[src/rtl/irqPrioPkg.sv]
package irqPrioPkg;
  localparam int NUM_LINES = 8;
  localparam int DATA_W = 8;
  localparam int LINE_W = $clog2(NUM_LINES);
  localparam int BASE_W = DATA_W - LINE_W;
  localparam int CASC_LINE = 2;

  typedef logic [NUM_LINES-1:0] lineVec_t;
  typedef logic [LINE_W-1:0] lineIdx_t;

  typedef struct packed {
    logic maskWr;
    logic baseWr;
    logic eoi;
    logic ack;
    logic modeWr;
  } strobe_t;

  // bit r of the result is line (r + amt) mod NUM_LINES, i.e. rank r
  function automatic lineVec_t rotDown(lineVec_t v, lineIdx_t amt);
    logic [2*NUM_LINES-1:0] d;
    d = {v, v} >> amt;
    return d[NUM_LINES-1:0];
  endfunction

  // index of lowest set bit, NUM_LINES when empty
  function automatic logic [LINE_W:0] firstSet(lineVec_t v);
    logic [LINE_W:0] r;
    r = (LINE_W+1)'(NUM_LINES);
    for (int i = NUM_LINES - 1; i >= 0; i--) begin
      if (v[i]) r = (LINE_W+1)'(i);
    end
    return r;
  endfunction
endpackage

[src/rtl/irqPrioCtrl.sv]
module irqPrioCtrl
  import irqPrioPkg::*;
(
  input  logic              clk,
  input  logic              rstN,
  input  logic              cs,
  input  logic              rd,
  input  logic              wr,
  input  logic              addr,
  input  logic [DATA_W-1:0] dataIn,
  input  logic              intAck,
  output strobe_t           stb,
  output logic              readIsr,
  output logic              rotateEn,
  output logic              rdEn
);
  logic cmdWr, dataWr, modeCmd, selCmd, eoiCmd, expectBase;

  assign cmdWr   = cs & wr & ~addr;
  assign dataWr  = cs & wr & addr;
  assign modeCmd = cmdWr & dataIn[4];
  assign selCmd  = cmdWr & ~dataIn[4] & dataIn[3];
  assign eoiCmd  = cmdWr & ~dataIn[4] & ~dataIn[3] & dataIn[5];
  assign rdEn    = cs & rd;

  always_comb begin
    stb.maskWr = dataWr & ~expectBase;
    stb.baseWr = dataWr & expectBase;
    stb.eoi    = eoiCmd;
    stb.ack    = intAck;
    stb.modeWr = modeCmd;
  end

  always_ff @(posedge clk) begin
    if (!rstN) begin
      expectBase <= 1'b0;
      rotateEn   <= 1'b0;
      readIsr    <= 1'b0;
    end else begin
      if (modeCmd) begin
        expectBase <= 1'b1;
        rotateEn   <= dataIn[0];
      end else if (dataWr) begin
        expectBase <= 1'b0;
      end
      if (selCmd && dataIn[1]) readIsr <= dataIn[0];
    end
  end

  AST_SEL_HOLD: assert property (@(posedge clk) disable iff (!rstN)
    !selCmd |=> $stable(readIsr));
  AST_BASE_NOT_MASK: assert property (@(posedge clk) disable iff (!rstN)
    modeCmd |=> !stb.maskWr);
endmodule

[src/rtl/irqPrioData.sv]
module irqPrioData
  import irqPrioPkg::*;
(
  input  logic              clk,
  input  logic              rstN,
  input  strobe_t           stb,
  input  lineVec_t          irqIn,
  input  logic [DATA_W-1:0] wrData,
  input  logic              rotateEn,
  input  logic              readIsr,
  input  logic              rdEn,
  input  logic              rdAddr,
  output logic              intOut,
  output logic [DATA_W-1:0] vecOut,
  output logic              vecValid,
  output logic              casSel,
  output logic [DATA_W-1:0] rdData
);
  lineVec_t irr, mask, isr, isrNext, pend;
  lineIdx_t ptr, lowest, start, grantLine, eoiLine;
  logic [BASE_W-1:0] base;
  logic [LINE_W:0] pRank, iRank;
  logic grantValid, eoiValid;

  always_comb begin
    lowest     = rotateEn ? ptr : lineIdx_t'(NUM_LINES - 1);
    start      = lowest + 1'b1;
    pend       = irr & ~mask;
    pRank      = firstSet(rotDown(pend, start));
    iRank      = firstSet(rotDown(isr, start));
    grantValid = pRank < iRank;
    grantLine  = pRank[LINE_W-1:0] + start;
    eoiValid   = !iRank[LINE_W];
    eoiLine    = iRank[LINE_W-1:0] + start;
    isrNext    = isr;
    if (stb.ack && grantValid) isrNext[grantLine] = 1'b1;
    if (stb.eoi && eoiValid)   isrNext[eoiLine] = 1'b0;
  end

  assign intOut = grantValid;
  assign rdData = !rdEn ? '0 : (rdAddr ? mask : (readIsr ? isr : irr));

  always_ff @(posedge clk) begin
    if (!rstN) begin
      irr      <= '0;
      mask     <= '1;
      isr      <= '0;
      ptr      <= lineIdx_t'(NUM_LINES - 1);
      base     <= '0;
      vecOut   <= '0;
      vecValid <= 1'b0;
      casSel   <= 1'b0;
    end else begin
      irr      <= irqIn;
      isr      <= isrNext;
      vecValid <= stb.ack;
      casSel   <= 1'b0;
      if (stb.maskWr) mask <= wrData[NUM_LINES-1:0];
      if (stb.baseWr) base <= wrData[DATA_W-1:LINE_W];
      if (stb.ack) begin
        if (grantValid) begin
          vecOut <= {base, grantLine};
          casSel <= (grantLine == lineIdx_t'(CASC_LINE));
        end else begin
          vecOut <= {base, lineIdx_t'(NUM_LINES - 1)};
        end
      end
      if (stb.modeWr) ptr <= lineIdx_t'(NUM_LINES - 1);
      else if (stb.eoi && eoiValid && rotateEn) ptr <= eoiLine;
    end
  end

  AST_MASK_BLOCKS: assert property (@(posedge clk) disable iff (!rstN)
    intOut |-> (irr & ~mask) != '0);
  AST_SPUR_NO_ISR: assert property (@(posedge clk) disable iff (!rstN)
    (stb.ack && !grantValid && !stb.eoi) |=> isr == $past(isr));
  AST_ACK_ADDS_ONE: assert property (@(posedge clk) disable iff (!rstN)
    (stb.ack && grantValid && !stb.eoi) |=> $countones(isr) == $countones($past(isr)) + 1);
  AST_EOI_DROPS_ONE: assert property (@(posedge clk) disable iff (!rstN)
    (stb.eoi && isr != '0 && !stb.ack) |=> $countones(isr) + 1 == $countones($past(isr)));
  AST_CAS_WITH_VEC: assert property (@(posedge clk) disable iff (!rstN)
    casSel |-> vecValid);
endmodule

[src/rtl/irqPrioTop.sv]
module irqPrioTop
  import irqPrioPkg::*;
(
  input  logic       clk,
  input  logic       rstN,
  input  logic       cs,
  input  logic       rd,
  input  logic       wr,
  input  logic       addr,
  input  logic [7:0] dataIn,
  output logic [7:0] dataOut,
  input  logic [7:0] irqIn,
  input  logic       intAck,
  output logic       intOut,
  output logic [7:0] vecOut,
  output logic       vecValid,
  output logic       casSel
);
  strobe_t stb;
  logic readIsr, rotateEn, rdEn;

  irqPrioCtrl ctrl_i (
    .clk(clk), .rstN(rstN), .cs(cs), .rd(rd), .wr(wr), .addr(addr),
    .dataIn(dataIn), .intAck(intAck), .stb(stb), .readIsr(readIsr),
    .rotateEn(rotateEn), .rdEn(rdEn)
  );

  irqPrioData data_i (
    .clk(clk), .rstN(rstN), .stb(stb), .irqIn(irqIn), .wrData(dataIn),
    .rotateEn(rotateEn), .readIsr(readIsr), .rdEn(rdEn), .rdAddr(addr),
    .intOut(intOut), .vecOut(vecOut), .vecValid(vecValid), .casSel(casSel),
    .rdData(dataOut)
  );

  AST_VEC_AFTER_ACK: assert property (@(posedge clk) disable iff (!rstN)
    vecValid |-> $past(intAck));
endmodule

[config.mk]
export PLATFORM = sky130hd
export DESIGN_NAME = irqPrioTop
export DESIGN_NICKNAME = d
export VERILOG_FILES = /design/src/rtl/irqPrioPkg.sv /design/src/rtl/irqPrioCtrl.sv /design/src/rtl/irqPrioData.sv /design/src/rtl/irqPrioTop.sv
export SDC_FILE = /design/constraint.sdc
export NUM_CORES = 1
export LEC_CHECK = 0
export ABC_AREA = 1
export ABC_CLOCK_PERIOD_IN_PS = 8880
export BUFFER_PORTS_ARGS = -buffer_cell sky130_fd_sc_hd__buf_2
export CAP_MARGIN = 20
export CORE_ASPECT_RATIO = 0.9
export CORE_MARGIN = 1
export CORE_UTILIZATION = 59
export DETAILED_ROUTE_END_ITERATION = 10
export PLACE_DENSITY = 0.81
export SYNTH_ARGS = -nofsm -noshare
export SYNTH_HDL_FRONTEND = slang
export SYNTH_SLANG_ARGS = --single-unit
[constraint.sdc]
create_clock -name clk -period 8.88 [get_ports clk]
set_clock_uncertainty 0.05 [all_clocks]
set_input_delay 0.444 -clock clk [delete_from_list [all_inputs] [get_ports clk]]
set_output_delay 0.444 -clock clk [all_outputs]
set_load 0.01 [all_outputs]
==> results.md, run 1 <==
- Status: completed
- Gate power share: 22.5%
- Pin count of the biggest net entering global routing: 32
- RSZ-0062 raised after global routing: false
- DRT Pass-1 Iters: 5
- CTS sink cnt: 45
- CP max-delay cell: dfxtp_1
- Fin crit share: 53.2%
- Net Sw Frac: 32.1%
- Power Internal: 0.000334 W
- Clk Latency, worst-skew pair: 300 ps
- Crit path launch: ctrl_i.rotateEn
- Yosys warns: 0
- Req. time, crit path: 8390 ps
- Worst setup path endpoint: intOut
- Critical path arrival: 4230 ps
- Mean Syn Cell Area: 6.17 sq um
- CP most frequent cell: nand2_1
- Die height: 70.9 microns
- Final setup fails: 0
- Syn nets: 536
- GRT busiest layer: met2
- FF-to-FF setup slack: 4310 ps
- # nets final: 567
- Crit path max fanout: 21
- Clk slew on worst S/H paths: 100 ps
- Fin area: 3390 sq um
- Avg WL per Cell: 13.3 microns
- Initial antenna violation count: 0
- Sw Pwr: 0.000158 W
- Post-Syn Area: 3110 sq um
- Met2 Use GR: 50.3%
- Max Transition Viols Final: 0
- DP Area: 3270 sq um
- Detailed placement HPWL: 6120 microns
- Row count: 24
- Reg2Reg Capture Point: data_i.isr[3]
- GPL Wtd Cong: 0.907
- Max_slew headroom: 40.5%
- Synth top area cells: dfxtp_1 29%, nand2_1 16%, inv_1 8.7%
- Setup TNS: 0 ps
- Die width: 78.6 microns
- Footprint of the multi-input gates: 1800 sq um
- Maximum capacitance violations: 0
- First-pass GRT wire length: 13400 microns
- Worst vdd ir: 0.124 mV
- Hold Buf Count CTS: 0
- Commonest cells in the netlist: 133 x nand2_1, 72 x inv_1, 49 x nand3_1
- Post-cts resize count: 0
- TritonCTS buffer count: 5
- Routed WL: 8000 microns
- Setup CP Type: register to output pin
- Longest Clk Path Bufs: 2
- DR iter-0 viols: 264
- Die ar.: 5570 sq um
- Overall fraction of global-route tracks in use: 30.0%
- Kind of end point of the critical path: output pin
- Remaining global-route overflow: 0
- Worst path cell trace: nand2_4 -> ha_1 -> nand3_1 -> nand2_1 -> inv_1 -> nor2_1 -> a31oi_1 -> nand2_1 -> nor2_1 -> nand2_1 -> ha_1 -> a21oi_2 -> nand2_1 -> inv_1 -> buf_2
- Fin crit period: 4720 ps
- FMAX: 212 MHz
- Sequential Power Share: 44.4%
- Avg Vias per Cell: 5.53
- Met3 GRT Util: 4.00%
- Synth cell types: 35
- CTS tree: built
- Core Area: 4950 sq um
- Worst hold path type: input pin to register
- Met1 Usage GRT: 40.4%
- P&R area growth vs syn: 8.76%
- Top_reg_cell synth: dfxtp_1
- Area share of the largest cell type after synthesis: 28.9%
- Post-route DRC: 0
- R2R depth: 25
- Initial Utilization: 62.9%
- Hold violation count in the final report: 0
- Root cell of the clock tree: clkbuf_8
- Largest area contributor in the netlist: dfxtp_1
- Worst path max stage delay: 650 ps
- Most frequent cell after synthesis: nand2_1
- I/O pins: 42
- Least-Margin Pin Slew: 889 ps
- Register Area: 901 sq um
- Layout cells sized above 1: 13.2%
- Number of global-route vias before repair: 2977
- Synthesized instance count: 505
- DRT antenna net count: 0
- P per Cell Area: 145 nW/um^2
- # H-tree levels: 2
- Ys async rst share: 0%
- Number of synthesized flops with an enable pin: 0
- Vias: 3332
- # port buffers: 41
- Antenna diode count: 0
- Yosys reg bits: 45
- Fillcell total: 466
- Register area share after synthesis: 28.9%
- Clock power share: 33.1%
- CP startpoint kind: register
- Crit Reg-Reg Startpoint: ctrl_i.rotateEn
- Leak pwr: 1.86 nW
- Post-CTS Setup Bufs: 0
-- cell type report --
type | count | share of cell area, %
Inverter | 76 | 8.42
Tap cell | 65 | 2.40
Timing Repair Buffer | 41 | 6.06
Clock buffer | 5 | 2.03
Sequential cell | 45 | 26.6
Clock inverter | 3 | 1.48
Multi-Input combinational cell | 367 | 53.0
-- registers in the layout, summed over array words and instances (netlist names), 3 cells and up --
register,cells
data_i.ptr,3
data_i.isr,8
data_i.vecOut,8
data_i.irr,8
data_i.base,5
data_i.mask,8
-- through the flow --
step	hold WS [ps]	cells	utilization, %	setup slack [ps]	power, W
after global routing	272	602	68.4	3780	0.000513
after floorplan	402	505	-	5400	0.000300
after CTS	272	602	68.4	4210	0.000491
after global placement	422	594	66.0	4680	0.000330
after detailed placement	426	594	66.0	4460	0.000332
final	275	602	68.4	4160	0.000492
-- routing by layer --
layer | share of wire [%] | vias up
li1 | - | 1685
met1 | 46 | 1521
met2 | 46 | 113
met3 | 6.3 | 13
met4 | 1.4 | 0
met5 | 0 | -
-- cells in the final DEF, fill, tap and decap left out, types with 2 or more instances in the layout --
cell	synthesis	layout
a21oi_1	30	30
a21oi_2	2	2
buf_2	0	41
clkbuf_8	2	5
dfxtp_1	45	45
fa_1	2	2
ha_1	6	6
inv_1	72	72
inv_2	4	4
nand2_1	133	133
nand2_2	8	8
nand2_4	2	2
nand3_1	49	49
nand4_1	11	11
nor2_1	44	44
nor2_2	2	2
nor3_1	7	7
o211ai_1	2	2
o21ai_0	47	47
o21ai_1	8	8
xnor2_1	2	2
-- power groups by stage --
stage	logic, W	clock network (W)	registers (W)
after CTS	0.000110	0.000163	0.000218
after global routing	0.000123	0.000170	0.000220
after global placement	0.000107	0	0.000223
after detailed placement	0.000109	0	0.000223
final	0.000111	0.000163	0.000219
after floorplan	0.0000769	0	0.000223
-- worst min-delay path by stage --
stage	startpoint	end	slack [ps]	depth (start not counted)
floorplan	data_i.isr[0]	data_i.isr[0]	400	2
global placement	data_i.base[0]	data_i.base[0]	420	2
detailed placement	ctrl_i.expectBase	ctrl_i.expectBase	430	2
CTS	irqIn[4]	data_i.irr[4]	270	3
global route	irqIn[4]	data_i.irr[4]	270	3
finish	irqIn[4]	data_i.irr[4]	270	3
-- worst max-delay path: cells and delay by family, from the launching register on --
kind                       cells  cell delay [ps]
DFF                            1              650
adders and majority gates      2              570
buffers and inverters          3              680
and+or+nand+nor                8             1340
AOI/OAI and AO/OA              2              680
-- logic make-up (layout without fill, tap and decap cells) --
family	Yosys count	after routing	synth area share, %
and+or+nand+nor	262	262	37.1
AOI/OAI and AO/OA	94	94	16.0
buffers and inverters	93	125	13.4
DFF	45	45	28.9
adders and majority gates	8	8	3.70
xor gates and xnor gates	3	3	0.844
(Power assumes the default switching activity.)
==> run 2: changes to the inputs <==
Settings changed: ABC_CLOCK_PERIOD_IN_PS 8880 to 4600, CORE_UTILIZATION 59 to 58, PLACE_DENSITY 0.81 to 0.8.
Clock period 8.88 ns to 4.6 ns, I/O delays scaled along.
==> run 2 against run 1 <==
- via count rose by 0.12%
- cell count increased by 0.17%
- sequential cell count did not move
- hold slack lost 220 ps
- sequential power rose by 93%
- wire length increased by 3.1%
- total power increased by 93%
- combinational power increased by 94%
- register-to-register slack lost 3800 ps
- largest power group unchanged
- highest routed layer unchanged
==> results.md, run 2 (synthesis results as in run 1) <==
- Initial Utilization: 62.1% (-0.75 points)
- CP startpoint kind: register
- Initial antenna violation count: 0 (unchanged)
- Reg2Reg Capture Point: data_i.isr[3]
- Kind of end point of the critical path: output pin
- Layout cells sized above 1: 13.6% (+0.35 points)
- Fin crit period: 4220 ps
- CTS tree: built
- P per Cell Area: 280 nW/um^2 (+93%)
- Status: completed
- Fin crit share: 91.8%
- First-pass GRT wire length: 13300 microns (-0.46%)
- Hold Crit Depth: 3 (unchanged)
- Fin area: 3400 sq um (+0.26%)
- RSZ-0062 raised after global routing: false
- Max Transition Viols Final: 0 (unchanged)
- Avg WL per Cell: 13.7 microns (+2.9%)
- Setup TNS: 0 ps (unchanged)
- Hold_ws: 54.5 ps (-220 ps)
- Setup CP Type: register to output pin
- P&R area growth vs syn: 9.04%
- Least-Margin Pin Slew: 854 ps (-35.6 ps)
- Die ar.: 5670 sq um (+1.7%)
- Row count: 24 (unchanged)
- Pin count of the biggest net entering global routing: 32 (unchanged)
- Clk slew on worst S/H paths: 90 ps (about the same)
- Die width: 79.2 microns (+0.84%)
- Vias: 3336 (+0.12%)
- Worst vdd ir: 0.227 mV (+83%)
- Remaining global-route overflow: 0 (unchanged)
- # port buffers: 41 (unchanged)
- DP Area: 3280 sq um (+0.23%)
- Req. time, crit path: 4320 ps (-4070 ps)
- CTS sink cnt: 45 (unchanged)
- Final worst slack: 377 ps (-3780 ps)
- DRT antenna net count: 0 (unchanged)
- FF-to-FF setup slack: 540 ps (-3770 ps)
- Worst hold path type: input pin to register
- Commonest non-fill, non-tap cell in the layout: nand2_1
- Critical path arrival: 3940 ps (-290 ps)
- Pwr Total: 0.000951 W (+93%)
- Hold violation count in the final report: 0 (unchanged)
- Routed WL: 8240 microns (+3.1%)
- Commonest non-fill, non-tap cells in the layout: 133 x nand2_1, 72 x inv_1, 49 x nand3_1, 47 x o21ai_0
- Final setup fails: 0 (unchanged)
- Leak pwr: 1.86 nW (+0.32%)
- DR iter-0 viols: 295 (+12%)
- Max_slew headroom: 42.9% (+2.4 points)
- Post-CTS Setup Bufs: 0 (unchanged)
- Crit path max fanout: 17 (-19%)
- DRT Pass-1 Iters: 7 (+2)
- Longest Clk Path Bufs: 2 (unchanged)
- Detailed placement HPWL: 6250 microns (+2.0%)
- Antenna diode count: 0 (unchanged)
- TritonCTS buffer count: 5 (unchanged)
- Avg Vias per Cell: 5.53 (about the same)
- I/O pins: 42 (unchanged)
- Clk Latency, worst-skew pair: 300 ps (about the same)
- # H-tree levels: 2 (unchanged)
- Crit path launch: data_i.ptr[0]
- Worst hold start: irqIn[4]
- Die height: 71.5 microns (+0.83%)
- Maximum capacitance violations: 0 (unchanged)
- Number of global-route vias before repair: 2906 (-2.4%)
- Overall fraction of global-route tracks in use: 30.1% (+0.065 points)
- Core Area: 5010 sq um (+1.2%)
- Post-route DRC: 0 (unchanged)
- FMAX: 237 MHz
- GPL Wtd Cong: 0.922 (+1.7%)
- DP Worst Slack: 499 ps (-3960 ps)
- R2R depth: 23 (-8.0%)
- # nets final: 568 (+0.18%)
- Crit Reg-Reg Startpoint: data_i.ptr[0]
- Root cell of the clock tree: clkbuf_8
- Hold path endpoint: data_i.irr[4]
run 2: changes by cell type in the layout (fill, tap and decap cells not counted), sizes merged:
cell | before | now
buf | 41 | 42
run 2: how the worst max path moves through the flow:
| stage | end | slack (ps) |
|---|---|---|
| floorplan | data_i.isr[1] | 1120 |
| global placement | data_i.isr[2] | 670 |
| CTS | intOut | 300 |
| detailed placement | data_i.isr[2] | 500 |
| finish | intOut | 380 |
| global route | intOut | 1 |
run 2: layout make-up:
type,count,area [sq um]
multi-input cells,367,1800
fillers,455,1620
flip-flops and latches,45,902
inverters,76,285
repair buffers,42,213
well taps,65,81.3
clock buffers,5,68.8
clock inverters,3,50.0
run 2: timing repair:
action                                  4_1_cts  5_1_grt
hold buffers                                  0        0
endpoints found under the setup margin        0        4
endpoints found under the hold margin         0        0
resized for setup                             0        1
run 2: where the power goes:
group	switching, W	total (W)	internal (W)
clock network	0.000148	0.000314	0.000167
registers	0.0000131	0.000422	0.000409
logic	0.000145	0.000215	0.0000699
run 2: stage by stage:
step           util, %  std cells
5_1_grt           67.7        603
6_report          67.7        603
3_5_place_dp      65.3        595
2_1_floorplan        -        505
4_1_cts           67.7        603
3_3_place_gp      65.3        595
run 2: worst max-delay path, cell delays in order, from the launching register on:
cell and delay (ps):
dfxtp_1 360, inv_2 180, nand2_4 150, ha_1 480, inv_1 350, nand3_1 160, nand2_1 80, nor2_1 40
a31oi_1 230, nand2_1 120, nor2_1 190, nand2_1 150, ha_1 340, a21oi_2 440, nand2_1 140, inv_1 70
buf_2 120
run 2: layer usage:
metal  global-route usage (%)  routed length (microns)  vias to the layer above
met5                        0                        0                        -
met4                     7.88                       99                        0
met3                     4.71                      522                       17
met2                     50.4                     3760                      137
met1                     40.4                     3870                     1493
li1                         -                        -                     1689
